## src/rtl/chgdet_pkg.sv

```systemverilog
// Package: shared state encoding, result codes and control decode for the
// charger detection sequencer. Assumes a Moore-style decode of controls.
package chgdet_pkg;

    typedef enum logic [2:0] {
        ST_IDLE,
        ST_DCD_SETTLE,
        ST_DCD_POLL,
        ST_GAP_A,
        ST_PRI,
        ST_GAP_B,
        ST_SEC,
        ST_REPORT
    } cd_state_e;

    localparam logic [1:0] RES_NONE  = 2'd0;
    localparam logic [1:0] RES_STD   = 2'd1;
    localparam logic [1:0] RES_CHGDN = 2'd2;
    localparam logic [1:0] RES_DEDIC = 2'd3;

    typedef struct packed {
        logic idp;
        logic pd_on;
        logic pd_off;
        logic sel;
        logic vsrc;
        logic cmp;
    } cd_ctrl_t;

    // Control pattern driven in each state; gaps and idle drive nothing.
    function automatic cd_ctrl_t ctrl_for(cd_state_e s);
        cd_ctrl_t c;
        c = '0;
        case (s)
            ST_DCD_SETTLE, ST_DCD_POLL: begin
                c.idp   = 1'b1;
                c.pd_on = 1'b1;
            end
            ST_PRI: begin
                c.pd_off = 1'b1;
                c.vsrc   = 1'b1;
                c.cmp    = 1'b1;
            end
            ST_SEC: begin
                c.pd_off = 1'b1;
                c.sel    = 1'b1;
                c.vsrc   = 1'b1;
                c.cmp    = 1'b1;
            end
            default: c = '0;
        endcase
        return c;
    endfunction

endpackage

```

## src/rtl/chgdet_tick_timer.sv

```systemverilog
// Tick timer: counts us_tick strobes from a clear and flags the tick that
// completes `limit` ticks. Assumes limit >= 1 and is stable while counting.
module chgdet_tick_timer #(
    parameter int W = 8
) (
    input  logic         clk,
    input  logic         rst_n,
    input  logic         clr,
    input  logic         tick,
    input  logic [W-1:0] limit,
    output logic         expire
);

    logic [W-1:0] cnt_q;

    // Expiry is the tick on which the count reaches the limit.
    assign expire = tick && (cnt_q == limit - W'(1));

    // Count ticks; wrap on expiry, restart on clear.
    always_ff @(posedge clk) begin
        if (!rst_n || clr) begin
            cnt_q <= '0;
        end else if (tick) begin
            cnt_q <= expire ? '0 : cnt_q + W'(1);
        end
    end

endmodule

```

## src/rtl/chgdet_dbnc.sv

```systemverilog
// Debounce counter: counts consecutive high samples of an already filtered
// level and flags the sample that completes DBNC_SAMPLES of them.
// Assumes DBNC_SAMPLES >= 1.
module chgdet_dbnc #(
    parameter int DBNC_SAMPLES = 10
) (
    input  logic clk,
    input  logic rst_n,
    input  logic clr,
    input  logic sample,
    input  logic level,
    output logic hit
);

    localparam int HW = $clog2(DBNC_SAMPLES + 1);

    logic [HW-1:0] run_q;

    // The run is complete when this high sample is the last one needed.
    assign hit = sample && level && (run_q == HW'(DBNC_SAMPLES - 1));

    // Track the length of the current run of high samples.
    always_ff @(posedge clk) begin
        if (!rst_n || clr) begin
            run_q <= '0;
        end else if (sample) begin
            run_q <= level ? run_q + HW'(1) : '0;
        end
    end

endmodule

```

## src/rtl/chgdet_seq.sv

```systemverilog
// Charger detection sequencer: contact check with debounce and timeout, then
// primary and optional secondary comparison, each after a settle interval.
// Assumes us_tick is a one-cycle strobe and that the status inputs are already
// glitch-filtered. Controls are decoded from the registered state.
module chgdet_seq #(
    parameter int SETTLE_DP_US   = 560,
    parameter int SETTLE_CMP_US  = 140,
    parameter int SAMPLE_US      = 1000,
    parameter int DBNC_SAMPLES   = 10,
    parameter int DCD_TIMEOUT_US = 900000
) (
    input  logic       clk,
    input  logic       rst_n,
    input  logic       start,
    input  logic       us_tick,
    input  logic       dp_stat,
    input  logic       cmp_stat,
    output logic       idp_src_en,
    output logic       dm_pd_on,
    output logic       dm_pd_off,
    output logic       det_sel,
    output logic       vsrc_en,
    output logic       cmp_en,
    output logic       done,
    output logic [1:0] result
);
    import chgdet_pkg::*;

    localparam int SET_MAX = (SETTLE_DP_US > SETTLE_CMP_US) ? SETTLE_DP_US : SETTLE_CMP_US;
    localparam int SET_W   = $clog2(SET_MAX + 1);
    localparam int SMP_W   = $clog2(SAMPLE_US + 1);
    localparam int TO_W    = $clog2(DCD_TIMEOUT_US + 1);

    cd_state_e  state_q, state_d;
    logic       tmo_q;
    logic [1:0] res_q;
    cd_ctrl_t   ctl;

    logic             set_exp, smp_exp, to_exp, contact;
    logic             in_dcd, in_poll, tmo_evt;
    logic [SET_W-1:0] set_limit;

    assign in_dcd  = (state_q == ST_DCD_SETTLE) || (state_q == ST_DCD_POLL);
    assign in_poll = (state_q == ST_DCD_POLL);

    // Settle length: D+ settle in the contact phase, comparator settle otherwise.
    assign set_limit = (state_q == ST_DCD_SETTLE) ? SET_W'(SETTLE_DP_US)
                                                  : SET_W'(SETTLE_CMP_US);

    chgdet_tick_timer #(.W(SET_W)) u_settle (
        .clk(clk), .rst_n(rst_n), .clr(state_d != state_q), .tick(us_tick),
        .limit(set_limit), .expire(set_exp)
    );

    chgdet_tick_timer #(.W(SMP_W)) u_sample (
        .clk(clk), .rst_n(rst_n), .clr(!in_poll), .tick(us_tick),
        .limit(SMP_W'(SAMPLE_US)), .expire(smp_exp)
    );

    chgdet_tick_timer #(.W(TO_W)) u_timeout (
        .clk(clk), .rst_n(rst_n), .clr(!in_dcd), .tick(us_tick),
        .limit(TO_W'(DCD_TIMEOUT_US)), .expire(to_exp)
    );

    chgdet_dbnc #(.DBNC_SAMPLES(DBNC_SAMPLES)) u_dbnc (
        .clk(clk), .rst_n(rst_n), .clr(!in_poll), .sample(smp_exp),
        .level(dp_stat), .hit(contact)
    );

    // Timeout counts only if contact did not complete on the same tick.
    assign tmo_evt = in_dcd && to_exp && !(in_poll && contact);

    // Next-state selection for the detection flow.
    always_comb begin
        state_d = state_q;
        case (state_q)
            ST_IDLE:       if (start) state_d = ST_DCD_SETTLE;
            ST_DCD_SETTLE: if (to_exp) state_d = ST_GAP_A;
                           else if (set_exp) state_d = ST_DCD_POLL;
            ST_DCD_POLL:   if (contact || to_exp) state_d = ST_GAP_A;
            ST_GAP_A:      state_d = ST_PRI;
            ST_PRI:        if (set_exp) state_d = cmp_stat ? ST_GAP_B : ST_REPORT;
            ST_GAP_B:      state_d = ST_SEC;
            ST_SEC:        if (set_exp) state_d = ST_REPORT;
            ST_REPORT:     state_d = ST_IDLE;
            default:       state_d = ST_IDLE;
        endcase
    end

    // State register.
    always_ff @(posedge clk) begin
        if (!rst_n) state_q <= ST_IDLE;
        else        state_q <= state_d;
    end

    // Timeout flag: cleared at start, set when the contact window runs out.
    always_ff @(posedge clk) begin
        if (!rst_n)                           tmo_q <= 1'b0;
        else if (state_q == ST_IDLE && start) tmo_q <= 1'b0;
        else if (tmo_evt)                     tmo_q <= 1'b1;
    end

    // Result code captured at the deciding comparator sample.
    always_ff @(posedge clk) begin
        if (!rst_n) begin
            res_q <= RES_NONE;
        end else if (state_q == ST_PRI && set_exp && !cmp_stat) begin
            res_q <= tmo_q ? RES_NONE : RES_STD;
        end else if (state_q == ST_SEC && set_exp) begin
            res_q <= cmp_stat ? RES_DEDIC : RES_CHGDN;
        end
    end

    // Control outputs decoded from the current state.
    assign ctl        = ctrl_for(state_q);
    assign idp_src_en = ctl.idp;
    assign dm_pd_on   = ctl.pd_on;
    assign dm_pd_off  = ctl.pd_off;
    assign det_sel    = ctl.sel;
    assign vsrc_en    = ctl.vsrc;
    assign cmp_en     = ctl.cmp;
    assign done       = (state_q == ST_REPORT);
    assign result     = res_q;

endmodule


```

## config.mk

```make
export PLATFORM = sky130hd
export DESIGN_NAME = chgdet_seq
export DESIGN_NICKNAME = d
export VERILOG_FILES = /design/src/rtl/chgdet_pkg.sv /design/src/rtl/chgdet_tick_timer.sv /design/src/rtl/chgdet_dbnc.sv /design/src/rtl/chgdet_seq.sv
export SDC_FILE = /design/constraint.sdc
export NUM_CORES = 1
export LEC_CHECK = 0
export ABC_CLOCK_PERIOD_IN_PS = 2900
export BUFFER_PORTS_ARGS = -buffer_cell sky130_fd_sc_hd__buf_4
export CAP_MARGIN = 25
export CORE_UTILIZATION = 63
export DETAILED_ROUTE_END_ITERATION = 6
export PLACE_DENSITY = 0.83
export SLEW_MARGIN = 20
export SYNTH_ARGS = -nofsm -noshare
export SYNTH_HDL_FRONTEND = slang
export SYNTH_SLANG_ARGS = --single-unit
export TNS_END_PERCENT = 10
```

## constraint.sdc

```tcl
create_clock -name clk -period 2.9 [get_ports clk]
set_input_delay 0.145 -clock clk [delete_from_list [all_inputs] [get_ports clk]]
set_output_delay 0.145 -clock clk [all_outputs]
set_load 0.02 [all_outputs]
```

==> flow_metrics.py <==
metrics = {
    "cells_and_area": {
        "fillCellCount": 303,
        "syn_to_final_growth_pct": 7.452,
        "drive_gt1_frac": 0.1033,
        "antenna_cells": 0,
        "nets": 312,
    },
    "cts": {
        "cts_tree": "yes",
        "clock_latency_ns": 0.30,
        "cts_resized": 0,
        "path_clk_slew_ns": 0.09,
        "clock_sinks": 50,
        "hold_buffers": 0,
        "cts_buffers": 5,
        "cts_buffer_depth": 2,
        "root_buffer": "clkbuf_8",
        "h-tree-depth": 2,
        "post_cts_buffers": 0,
    },
    "grt": {
        "grt_first_pass_wirelength_um": 8293,
        "grt_pass1_vias": 1906,
        "grt.overflow.total": 0,
        "use_met3": 0.05810,
        "met2_usage": 0.4115,
        "top_usage_layer": "met2",
        "grt_use_total": 0.2521,
        "grt_max_degree": 23,
        "antenna_found_initial": 0,
        "gr-usage-met1": 0.3223,
    },
    "status": {
        "status": "complete, no violations",
    },
    "logic_synthesis": {
        "syn_area_mm2": 0.002485,
        "yosysSeqAreaShare": 0.4028,
        "yosys_warnings": 0,
        "synthArstFlopShare": 0,
        "synth_edf_count": 0,
        "synth_fp_nets": 302,
        "syn_avg_cell_area_um2": 8.539,
        "synth_seq_cells": 50,
        "syn_inst": 291,
        "ys.flop_type": "dfxtp_1",
        "ys_types": 47,
    },
    "die": {
        "die_w_um": 64.81,
        "fp.coreArea_mm2": 0.003716,
        "start_util": 0.6687,
        "ioPinCount": 15,
        "die_y_um": 64.81,
        "dieArea_mm2": 0.004200,
        "row_count": 22,
    },
    "pwr": {
        "p_sw_frac": 0.2177,
        "switching_power_w": 0.0002487,
        "p_leak_nw": 0.9279,
        "p_seq_frac": 0.607,
        "p_int_w": 0.0008935,
        "clkPwrFrac": 0.349,
        "power_w": 0.001142,
        "ir_worst_vdd_uv": 331.0,
        "combPwrFrac": 0.044,
        "power.density_mw_per_mm2": 427.8,
    },
    "placement": {
        "dp_slack_ns": 0.8565,
        "finalWeightedCongestion": 0.8810,
        "port-buffer-count": 14,
        "dp_hpwl_um": 3417,
    },
    "route": {
        "drc": 0,
        "via_per_inst": 5.761,
        "post_drt_wl_per_cell_um": 13.60,
        "ant_nets": 0,
        "dr.pass1.iters": 4,
        "dr_total_vias": 2005,
        "drtIter0Drc": 177,
        "routed_wl_um": 4734,
    },
    "timing": {
        "min_period_over_period": 0.7151,
        "period_needed_ns": 2.074,
        "fmax_mhz": 482.2,
        "finalHoldViolCount": 0,
        "tightest_slew_ns": 0.7528,
        "setup_violations": 0,
        "slew_violations": 0,
        "fin_setup_tns_ns": 0,
        "finClkSkew_ns": 0.01036,
        "setup_slack_ns": 0.8263,
        "rsz0062_at_grt": "false",
        "relSlewSlack": 0.4911,
    },
    "worst_setup_path": {
        "worstPathArrival_ns": 2.26,
        "required_ns": 3.09,
        "cp_max_fo": 11,
        "crit_type": "reg -> reg",
        "worst_setup_path_start_kind": "flop",
        "critPathCaptureType": "flop",
    },
    "hold_path": {
        "hold_class": "in -> reg",
    },
    "flow_run": {
        "maxCapViolCount": 0,
    },
}
[area by class of cell]
cell class / instances / area (µm²) / area share
Clock buffer: 6 / 82.58 / 0.03093
Inverter: 6 / 22.52 / 0.008435
Multi-Input combinational cell: 224 / 1399 / 0.5239
Sequential cell: 50 / 1001 / 0.3749
Tap cell: 48 / 60.06 / 0.02249
Timing Repair Buffer: 14 / 105.1 / 0.03936
[placed cells by master, fill, tap and decap left out, types with 3 or more instances in the layout]
cell / n
nand4_1: 12
nor2_1: 48
nor3_1: 8
o21ai_0: 5
clkbuf_8: 6
xor2_1: 25
nor4_1: 3
and4_1: 3
a21oi_1: 12
nand2_1: 23
nand2b_1: 5
dfxtp_1: 50
ha_1: 5
xnor2_1: 12
and2_1: 3
inv_1: 6
and3_1: 7
buf_4: 14
nand3_1: 18
[cell families after synthesis]
family / count (synthesis) / share of synthesized area
AND/OR/NAND/NOR: 154 / 0.3348
flip-flops: 50 / 0.4028
XOR/XNOR: 37 / 0.1304
AO/OA/AOI/OAI: 26 / 0.06395
buffers and inverters: 17 / 0.03424
adder cells (fa/ha/maj): 5 / 0.02518
multiplexers: 2 / 0.008560
[synth_stat cells, types with 2 or more instances]
| library cell | instances | area (µm²) |
|---|---|---|
| a21boi_0 | 2 | 15.01 |
| clkbuf_1 | 5 | 18.77 |
| or3b_1 | 2 | 17.52 |
| o21ai_0 | 5 | 25.02 |
| buf_2 | 2 | 10.01 |
| xor2_1 | 25 | 219.0 |
| nand2_1 | 23 | 86.33 |
| nor3b_1 | 2 | 15.01 |
| nor4_1 | 3 | 18.77 |
| ha_1 | 5 | 62.56 |
| or3_1 | 2 | 12.51 |
| nand2b_1 | 5 | 31.28 |
| and4_1 | 3 | 26.28 |
| nor2_1 | 48 | 180.2 |
| nor2b_1 | 2 | 12.51 |
| xnor2_1 | 12 | 105.1 |
| a21oi_1 | 12 | 60.06 |
| nand3_1 | 18 | 90.09 |
| dfxtp_1 | 50 | 1001 |
| nor3_1 | 8 | 40.04 |
| nor4_4 | 2 | 42.54 |
| nand3_2 | 2 | 20.02 |
| inv_1 | 6 | 22.52 |
| and3_1 | 7 | 43.79 |
| buf_4 | 3 | 22.52 |
| and2_1 | 3 | 18.77 |
| a31oi_1 | 2 | 12.51 |
| nand4_1 | 12 | 75.07 |
| nand3b_1 | 2 | 15.01 |
[power groups by stage]
stage                     combinational (W)  clock, W  sequential, W
after floorplan                   0.0000386         0       0.000707
after global placement            0.0000488         0       0.000709
after detailed placement          0.0000493         0       0.000710
after CTS                         0.0000495  0.000400       0.000693
after global routing              0.0000543  0.000428       0.000695
final                             0.0000500  0.000398       0.000694
[flip-flops by register name, indices dropped and copies added (netlist names)]
register,count
u_dbnc.run_q,4
u_timeout.cnt_q,20
u_settle.cnt_q,10
tmo_q,1
u_sample.cnt_q,10
result,2
state_q,3
[through the flow]
| stage | util | instance area, µm² | instances | hold slack, ns |
|---|---|---|---|---|
| finish | 0.7185 | 2670 | 348 | 0.1370 |
| global route | 0.7185 | 2670 | 348 | 0.1571 |
| CTS | 0.7185 | 2670 | 348 | 0.1408 |
| detailed placement | 0.6963 | 2587 | 342 | 0.4577 |
| global placement | 0.6963 | 2587 | 342 | 0.4533 |
| floorplan | - | 2485 | 291 | 0.3665 |
[routing by layer]
layer	wire (µm)	part of all wire
met5	0	0
met4	80	0.017
met3	210	0.044
met2	2232	0.47
met1	2211	0.47
[worst max-delay path, stage by stage (launching register included)]
cell,delay [ns]
dfxtp_1,0.39
ha_1,0.18
and3_1,0.20
nand4_1,0.35
or3_1,0.57
nand3_2,0.19
nor2_1,0.07
[path summary, 6_finish.rpt]
| kind | from | end | slack (ns) | cells past startpoint |
|---|---|---|---|---|
| setup / recovery | u_sample.cnt_q[0] | u_settle.cnt_q[0] | 0.83 | 6 |
| hold / removal | rst_n | tmo_q | 0.14 | 3 |
| setup reg to reg | u_sample.cnt_q[0] | u_settle.cnt_q[0] | 0.83 | 6 |
| hold reg to reg | result[0] | result[0] | 0.49 | 2 |
Power figures use the tool's default switching activity.
